[src/rtl/fcvt_pkg.sv]
package fcvt_pkg;

  localparam int FUNC_W = 11;

  localparam logic [FUNC_W-1:0] FN_UINT_RM = 11'h2d4;
  localparam logic [FUNC_W-1:0] FN_SINT_RM = 11'h2d5;
  localparam logic [FUNC_W-1:0] FN_UFRAC   = 11'h2d6;
  localparam logic [FUNC_W-1:0] FN_SFRAC   = 11'h2d7;
  localparam logic [FUNC_W-1:0] FN_UINT_TZ = 11'h2d8;
  localparam logic [FUNC_W-1:0] FN_SINT_TZ = 11'h2da;

  typedef enum logic [1:0] {
    RM_NEAREST = 2'd0,
    RM_ZERO    = 2'd1,
    RM_UP      = 2'd2,
    RM_DOWN    = 2'd3
  } rmode_e;

  typedef enum logic [1:0] {
    CL_ZERO   = 2'd0,
    CL_FINITE = 2'd1,
    CL_INF    = 2'd2,
    CL_NAN    = 2'd3
  } fclass_e;

  typedef struct packed {
    logic legal;
    logic signed_tgt;
    logic fraction;
    logic by_mode;
  } op_ctl_t;

endpackage

[src/rtl/fcvt_decode.sv]
module fcvt_decode
  import fcvt_pkg::*;
(
  input  logic [FUNC_W-1:0] func_i,
  output op_ctl_t           ctl_o
);

  logic legal;
  logic frac;

  always_comb begin
    legal = 1'b0;
    case (func_i)
      FN_UINT_RM, FN_SINT_RM, FN_UFRAC,
      FN_SFRAC, FN_UINT_TZ, FN_SINT_TZ: legal = 1'b1;
      default:                          legal = 1'b0;
    endcase
    frac = (func_i == FN_UFRAC) || (func_i == FN_SFRAC);
  end

  // Integer codes: signed when either low bit is set; fraction codes: bit 0.
  always_comb begin
    ctl_o.legal      = legal;
    ctl_o.fraction   = legal & frac;
    ctl_o.by_mode    = legal & func_i[2];
    ctl_o.signed_tgt = legal & (frac ? func_i[0] : (|func_i[1:0]));
  end

endmodule

[src/rtl/fcvt_unpack.sv]
module fcvt_unpack
  import fcvt_pkg::*;
#(
  parameter int EXP_W = 8,
  parameter int MAN_W = 23,
  localparam int OP_W  = 1 + EXP_W + MAN_W,
  localparam int SIG_W = MAN_W + 1,
  localparam int XW    = EXP_W + 2
) (
  input  logic [OP_W-1:0]         op_i,
  output logic                    sign_o,
  output fclass_e                 cls_o,
  output logic [SIG_W-1:0]        sig_o,
  output logic signed [XW-1:0]    lsb_exp_o
);

  localparam int BIAS = (1 << (EXP_W - 1)) - 1;

  logic [EXP_W-1:0] efield;
  logic [MAN_W-1:0] mfield;
  logic [EXP_W-1:0] eadj;

  assign efield = op_i[MAN_W +: EXP_W];
  assign mfield = op_i[MAN_W-1:0];
  assign sign_o = op_i[OP_W-1];

  always_comb begin
    if (&efield)
      cls_o = (|mfield) ? CL_NAN : CL_INF;
    else if ((efield == '0) && (mfield == '0))
      cls_o = CL_ZERO;
    else
      cls_o = CL_FINITE;
  end

  // Subnormals share the exponent of the smallest normal, hidden bit clear.
  assign eadj      = (efield == '0) ? EXP_W'(1) : efield;
  assign sig_o     = {(efield != '0), mfield};
  assign lsb_exp_o = $signed({2'b00, eadj}) - XW'(BIAS + MAN_W);

endmodule

[src/rtl/fcvt_round.sv]
module fcvt_round
  import fcvt_pkg::*;
#(
  parameter int SIG_W = 24,
  parameter int RES_W = 32,
  parameter int XW    = 10,
  localparam int MAG_W = SIG_W + RES_W + 1
) (
  input  logic [SIG_W-1:0]     sig_i,
  input  logic signed [XW-1:0] scale_i,
  input  logic                 sign_i,
  input  rmode_e               rmode_i,
  output logic [MAG_W-1:0]     mag_o,
  output logic                 big_o,
  output logic                 lost_o
);

  localparam int RCAP  = SIG_W + 2;
  localparam int EXT_W = SIG_W + RCAP;

  logic [MAG_W-1:0] mag_pre;
  logic [EXT_W-1:0] ext;
  logic [XW-1:0]    rsh;
  logic             guard;
  logic             sticky;
  logic             inc;

  always_comb begin
    mag_pre = '0;
    ext     = '0;
    rsh     = '0;
    guard   = 1'b0;
    sticky  = 1'b0;
    big_o   = 1'b0;
    if (!scale_i[XW-1]) begin
      // Left shift: exact integer, or certainly out of range.
      if (scale_i > XW'(RES_W))
        big_o = |sig_i;
      else
        mag_pre = MAG_W'(sig_i) << scale_i;
    end else begin
      rsh = -scale_i;
      if (rsh > XW'(RCAP))
        rsh = XW'(RCAP);
      ext     = {sig_i, {RCAP{1'b0}}} >> rsh;
      mag_pre = MAG_W'(ext[EXT_W-1 -: SIG_W]);
      guard   = ext[RCAP-1];
      sticky  = |ext[RCAP-2:0];
    end
  end

  always_comb begin
    case (rmode_i)
      RM_NEAREST: inc = guard & (sticky | mag_pre[0]);
      RM_UP:      inc = (guard | sticky) & ~sign_i;
      RM_DOWN:    inc = (guard | sticky) & sign_i;
      default:    inc = 1'b0;
    endcase
  end

  assign mag_o  = mag_pre + MAG_W'(inc);
  assign lost_o = guard | sticky;

endmodule

[src/rtl/fcvt_sat.sv]
module fcvt_sat
  import fcvt_pkg::*;
#(
  parameter int RES_W = 32,
  parameter int MAG_W = 57
) (
  input  logic             legal_i,
  input  logic             signed_i,
  input  fclass_e          cls_i,
  input  logic             sign_i,
  input  logic [MAG_W-1:0] mag_i,
  input  logic             big_i,
  input  logic             lost_i,
  output logic [RES_W-1:0] res_o,
  output logic             invalid_o,
  output logic             inexact_o
);

  localparam int HI_W = MAG_W - RES_W;

  localparam logic [MAG_W-1:0] LIM_SPOS = {{(HI_W + 1){1'b0}}, {(RES_W - 1){1'b1}}};
  localparam logic [MAG_W-1:0] LIM_SNEG = {{HI_W{1'b0}}, 1'b1, {(RES_W - 1){1'b0}}};
  localparam logic [MAG_W-1:0] LIM_U    = {{HI_W{1'b0}}, {RES_W{1'b1}}};

  localparam logic [RES_W-1:0] SAT_SPOS = {1'b0, {(RES_W - 1){1'b1}}};
  localparam logic [RES_W-1:0] SAT_SNEG = {1'b1, {(RES_W - 1){1'b0}}};
  localparam logic [RES_W-1:0] SAT_U    = {RES_W{1'b1}};

  logic             ovr;
  logic [RES_W-1:0] low;

  assign ovr = (cls_i == CL_INF) | big_i;
  assign low = mag_i[RES_W-1:0];

  always_comb begin
    res_o     = '0;
    invalid_o = 1'b0;
    inexact_o = 1'b0;
    if (!legal_i) begin
      res_o = '0;
    end else if (cls_i == CL_NAN) begin
      invalid_o = 1'b1;
    end else if (signed_i) begin
      if (!sign_i && (ovr || (mag_i > LIM_SPOS))) begin
        res_o     = SAT_SPOS;
        invalid_o = 1'b1;
      end else if (sign_i && (ovr || (mag_i > LIM_SNEG))) begin
        res_o     = SAT_SNEG;
        invalid_o = 1'b1;
      end else begin
        res_o     = sign_i ? (~low + 1'b1) : low;
        inexact_o = lost_i;
      end
    end else begin
      if (sign_i) begin
        if (ovr || (mag_i != '0))
          invalid_o = 1'b1;
        else
          inexact_o = lost_i;
      end else if (ovr || (mag_i > LIM_U)) begin
        res_o     = SAT_U;
        invalid_o = 1'b1;
      end else begin
        res_o     = low;
        inexact_o = lost_i;
      end
    end
  end

endmodule

[src/rtl/fcvt_unit.sv]
module fcvt_unit
  import fcvt_pkg::*;
#(
  parameter int EXP_W = 8,
  parameter int MAN_W = 23,
  parameter int RES_W = 32,
  localparam int OP_W  = 1 + EXP_W + MAN_W,
  localparam int SIG_W = MAN_W + 1,
  localparam int XW    = EXP_W + 2,
  localparam int MAG_W = SIG_W + RES_W + 1
) (
  input  logic              clk,
  input  logic              rst,
  input  logic [OP_W-1:0]   op_i,
  input  logic [FUNC_W-1:0] func_i,
  input  logic [1:0]        rmode_i,
  output logic [RES_W-1:0]  res_o,
  output logic              invalid_o,
  output logic              inexact_o
);

  op_ctl_t              ctl;
  logic                 sign;
  fclass_e              cls;
  logic [SIG_W-1:0]     sig;
  logic signed [XW-1:0] lsb_exp;
  logic signed [XW-1:0] frac_add;
  logic signed [XW-1:0] scale;
  rmode_e               rm_eff;
  logic [MAG_W-1:0]     mag;
  logic                 big;
  logic                 lost;
  logic [RES_W-1:0]     res_d;
  logic                 inv_d;
  logic                 inx_d;

  fcvt_decode u_dec (
    .func_i (func_i),
    .ctl_o  (ctl)
  );

  fcvt_unpack #(.EXP_W(EXP_W), .MAN_W(MAN_W)) u_unp (
    .op_i      (op_i),
    .sign_o    (sign),
    .cls_o     (cls),
    .sig_o     (sig),
    .lsb_exp_o (lsb_exp)
  );

  // Fraction targets: raise the exponent, then round like an integer.
  assign frac_add = ctl.fraction ? (ctl.signed_tgt ? XW'(RES_W - 1) : XW'(RES_W)) : '0;
  assign scale    = lsb_exp + frac_add;
  assign rm_eff   = ctl.by_mode ? rmode_e'(rmode_i) : RM_ZERO;

  fcvt_round #(.SIG_W(SIG_W), .RES_W(RES_W), .XW(XW)) u_rnd (
    .sig_i   (sig),
    .scale_i (scale),
    .sign_i  (sign),
    .rmode_i (rm_eff),
    .mag_o   (mag),
    .big_o   (big),
    .lost_o  (lost)
  );

  fcvt_sat #(.RES_W(RES_W), .MAG_W(MAG_W)) u_sat (
    .legal_i   (ctl.legal),
    .signed_i  (ctl.signed_tgt),
    .cls_i     (cls),
    .sign_i    (sign),
    .mag_i     (mag),
    .big_i     (big),
    .lost_i    (lost),
    .res_o     (res_d),
    .invalid_o (inv_d),
    .inexact_o (inx_d)
  );

  always_ff @(posedge clk) begin
    if (rst) begin
      res_o     <= '0;
      invalid_o <= 1'b0;
      inexact_o <= 1'b0;
    end else begin
      res_o     <= res_d;
      invalid_o <= inv_d;
      inexact_o <= inx_d;
    end
  end

endmodule

[config.mk]
export PLATFORM = sky130hd
export DESIGN_NAME = fcvt_unit
export DESIGN_NICKNAME = d
export VERILOG_FILES = /design/src/rtl/fcvt_pkg.sv /design/src/rtl/fcvt_decode.sv /design/src/rtl/fcvt_unpack.sv /design/src/rtl/fcvt_round.sv /design/src/rtl/fcvt_sat.sv /design/src/rtl/fcvt_unit.sv
export SDC_FILE = /design/constraint.sdc
export NUM_CORES = 1
export LEC_CHECK = 0
export CELL_PAD_IN_SITES_DETAIL_PLACEMENT = 0
export CELL_PAD_IN_SITES_GLOBAL_PLACEMENT = 1
export CORE_UTILIZATION = 39
export CTS_BUF_LIST = sky130_fd_sc_hd__clkbuf_16
export CTS_CLUSTER_SIZE = 30
export DETAILED_ROUTE_END_ITERATION = 8
export HOLD_SLACK_MARGIN = 0.06
export PLACE_DENSITY_LB_ADDON = 0.12
export SYNTH_ARGS = -nofsm -noshare
export SYNTH_HDL_FRONTEND = slang
export SYNTH_SLANG_ARGS = --single-unit
[constraint.sdc]
create_clock -name clk -period 13.6 [get_ports clk]
set_input_delay 2.72 -clock clk [delete_from_list [all_inputs] [get_ports clk]]
set_output_delay 2.72 -clock clk [all_outputs]
set_load 0.05 [all_outputs]
==> reports/qor.csv <==
stage,metric,value,unit
power,p_sw,0.000332,W
worst_setup_path,cpMostUsedCell,ha_1,
status,status,completed,
route,via_per_inst,7.04,
sta,rsz0062_at_grt,no,
power,leakagePower,3.63,nW
floorplanning,start_util,40.2,%
power,intPower,0.000316,W
synth,syn-num-nets,1382,
route,dr_total_vias,11500,
power,p_per_area,64.0,nW/um^2
clock_network,htree_levels,2,
worst_setup_path,crit_fanout,22,
floorplanning,dieArea,23400,sq um
global_routing,grt_pass1_vias,10600,
final_layout,syn_to_final_growth,13.9,%
power,pwr-share-seq,15.4,%
route,first_pass_iters,6,
flow_run,maxCapViolCount,0,
synth,yosysWarnings,0,
placed_design,numPortBuffers,80,
worst_setup_path,max_stage_delay,0.60,ns
clock_network,clkSinkCount,34,
placed_design,dpl.hpwl,33500,um
synth,synthCells,1321,
floorplanning,die_y,153,um
clock_network,cts_hold_buf,0,
final_layout,drive_above_1_share,10.6,%
synth,synth_cell_types,102,
worst_setup_path,startpoint_type,primary input,
route,drcViolationCount,0,
clock_network,cts-root-buf,clkbuf_16,
route,drt_wl_total,43200,um
synth,syn_area,8890,sq um
route,post_drt_wl_per_cell,26.5,um
sta,fin_crit,12.93,ns
power,pwr-share-comb,68.1,%
final_layout,diodes,0,
worst_setup_path,cp.required,13.77,ns
power,ir_drop,0.0462,mV
hold_path,hold_class,in2reg,
worst_setup_path,cp.arrival,13.10,ns
sta,max_slew_margin,21.4,%
synth,syn_avg_cell_area,6.73,sq um
sta,tns,0,ns
global_routing,grt_pass1_wl,65700,um
synth,ys_ff_latch,34,
sta,whs,3.19,ns
worst_setup_path,cp_slowest_cell,or4_4,
clock_network,cts_buffers,5,
floorplanning,num_rows,54,
final_layout,fin_nets,1409,
synth,yosysSeqAreaShare,7.66,%
placed_design,gp_congestion,1.05,
sta,tightestPinTransition,1.18,ns
clock_network,cts_buffer_depth,2,
global_routing,antenna_found_initial,0,
global_routing,grt_max_degree,51,
route,ant_nets,0,
hold_path,holdPathStages,3,
power,p_sw_share,51.2,%
clock_network,cts_tree,done,
worst_setup_path,critPathCaptureType,flip-flop,
global_routing,grt_usage,36.1,%
floorplanning,ios,81,
synth,ys.flop_type,dfxtp_1,
synth,async_flop_share,0,%
floorplanning,core_region_area,22100,sq um
sta,hold_viol,0,
worst_setup_path,path_class,in2reg,
global_routing,grt.overflow.total,0,
placed_design,dp.cells,1621,
sta,finalSetupViolations,0,
sta,timing.final.crit_share,95.1,%
clock_network,path_clk_slew,0.05,ns
final_layout,stdcell_count,1629,
floorplanning,fp.dieW,153,um
synth,synth_enable_flop_cells,0,
power,power.share.clock,16.5,%
sta,fmax,77.3,MHz
route,drt-initial-drc-count,1327,
sta,finalMaxSlewViolations,0,
## sequential cells by signal, summed over array words and instances (netlist names)
name and flops:
res_o 32, inexact_o 1, invalid_o 1
## cells by family (layout without fill, tap and decap cells)
logic type | count (synthesis) | in the layout | synth area share [%]
and+or+nand+nor | 575 | 575 | 32.3
AOI/OAI and AO/OA | 453 | 453 | 36.0
buffers and inverters | 140 | 168 | 6.86
muxes | 67 | 67 | 10.9
xor gates and xnor gates | 38 | 38 | 4.14
DFF | 34 | 34 | 7.66
adders and majority gates | 14 | 14 | 2.06
## per-layer routing
layer / wire length (um) / track usage [%]
met5: 0 / 0
met2: 19100 / 57.9
met4: 2580 / 19.7
met1: 17700 / 46.6
met3: 3840 / 5.19
## metrics by stage
step	area (sq um)	utilization, %	power (W)	setup WS, ns
floorplan	8890	-	0.000388	1.38
global placement	9980	45.2	0.000529	0.480
detailed placement	9980	45.2	0.000524	0.372
CTS	10100	45.8	0.000633	0.620
global route	10100	45.8	0.000678	0.0403
finish	10100	45.8	0.000648	0.672
## what timing repair did
item,CTS,global route
buffers inserted,0,0
endpoints found under the setup margin,0,11
resized for setup,0,3
## critical path, delay by kind of cell
kind                       cells  cell delay, ns
muxes                          1            0.45
and+or+nand+nor               14            3.88
adders and majority gates      3            0.75
buffers and inverters          4            1.09
AOI/OAI and AO/OA             18            4.17
## power groups by stage
stage | Clock (W) | Sequential (W) | Combinational (W)
2_1_floorplan | 0 | 0.000102 | 0.000286
3_3_place_gp | 0 | 0.000102 | 0.000428
3_5_place_dp | 0 | 0.000102 | 0.000423
4_1_cts | 0.000109 | 0.0000997 | 0.000424
5_1_grt | 0.000113 | 0.0000997 | 0.000465
6_report | 0.000107 | 0.0000998 | 0.000441
## path summary, 6_finish.rpt
check	start	slack, ns	end
worst max-delay path	func_i[9]	0.67	res_o[1]$_SDFF_PP0_
worst min-delay path	rst	3.19	invalid_o$_SDFF_PP0_
## synth_stat cells, drive strengths merged (18+ instances only)
cell    number  area [sq um]
o31ai       21           171
mux2i       34           340
a21o        18           135
nand3       60           313
o211ai      21           163
nor4        24           156
o21ai       89           449
buf         39           229
a31oi       33           213
a21oi       83           419
clkbuf      75           283
nand2      141           532
inv         26          97.6
nand4       23           144
mux4        23           518
or3         21           131
nor3        59           315
nor2       150           566
dfxtp       34           681
xnor2       23           201
## cell type report
cell class | count | area [sq um]
Fill cell | 2312 | 12000
Clock buffer | 5 | 125
Sequential cell | 34 | 681
Tap cell | 280 | 350
Inverter | 26 | 97.6
Clock inverter | 3 | 12.5
Timing Repair Buffer | 134 | 1220
Multi-Input combinational cell | 1147 | 7640
## cells in the final DEF, fill, tap and decap left out, types with 8 or more instances in the layout
cell             instances
o32ai_1                  9
o21ai_0                 85
mux2i_1                 34
o21a_1                  10
or3_1                   21
a21oi_1                 82
nor2_1                 148
or2_2                    8
nand2b_1                11
mux2_2                  10
a221oi_1                12
and2_1                  13
nand3_1                 59
a31oi_1                 32
xor2_1                  12
nor2b_1                  9
a21o_1                  18
o31ai_1                 20
o211a_1                  9
a211oi_1                13
nand4_1                 23
and3_1                  13
inv_1                   26
a22oi_1                 14
nor3_1                  55
ha_1                    12
a211o_1                 10
o22ai_1                 15
nor4_1                  23
nand2_1                140
clkdlybuf4s50_1         80
o211ai_1                20
xnor2_1                 22
dfxtp_1                 34
mux4_2                  23
buf_4                   53
(Power assumes the default switching activity.)
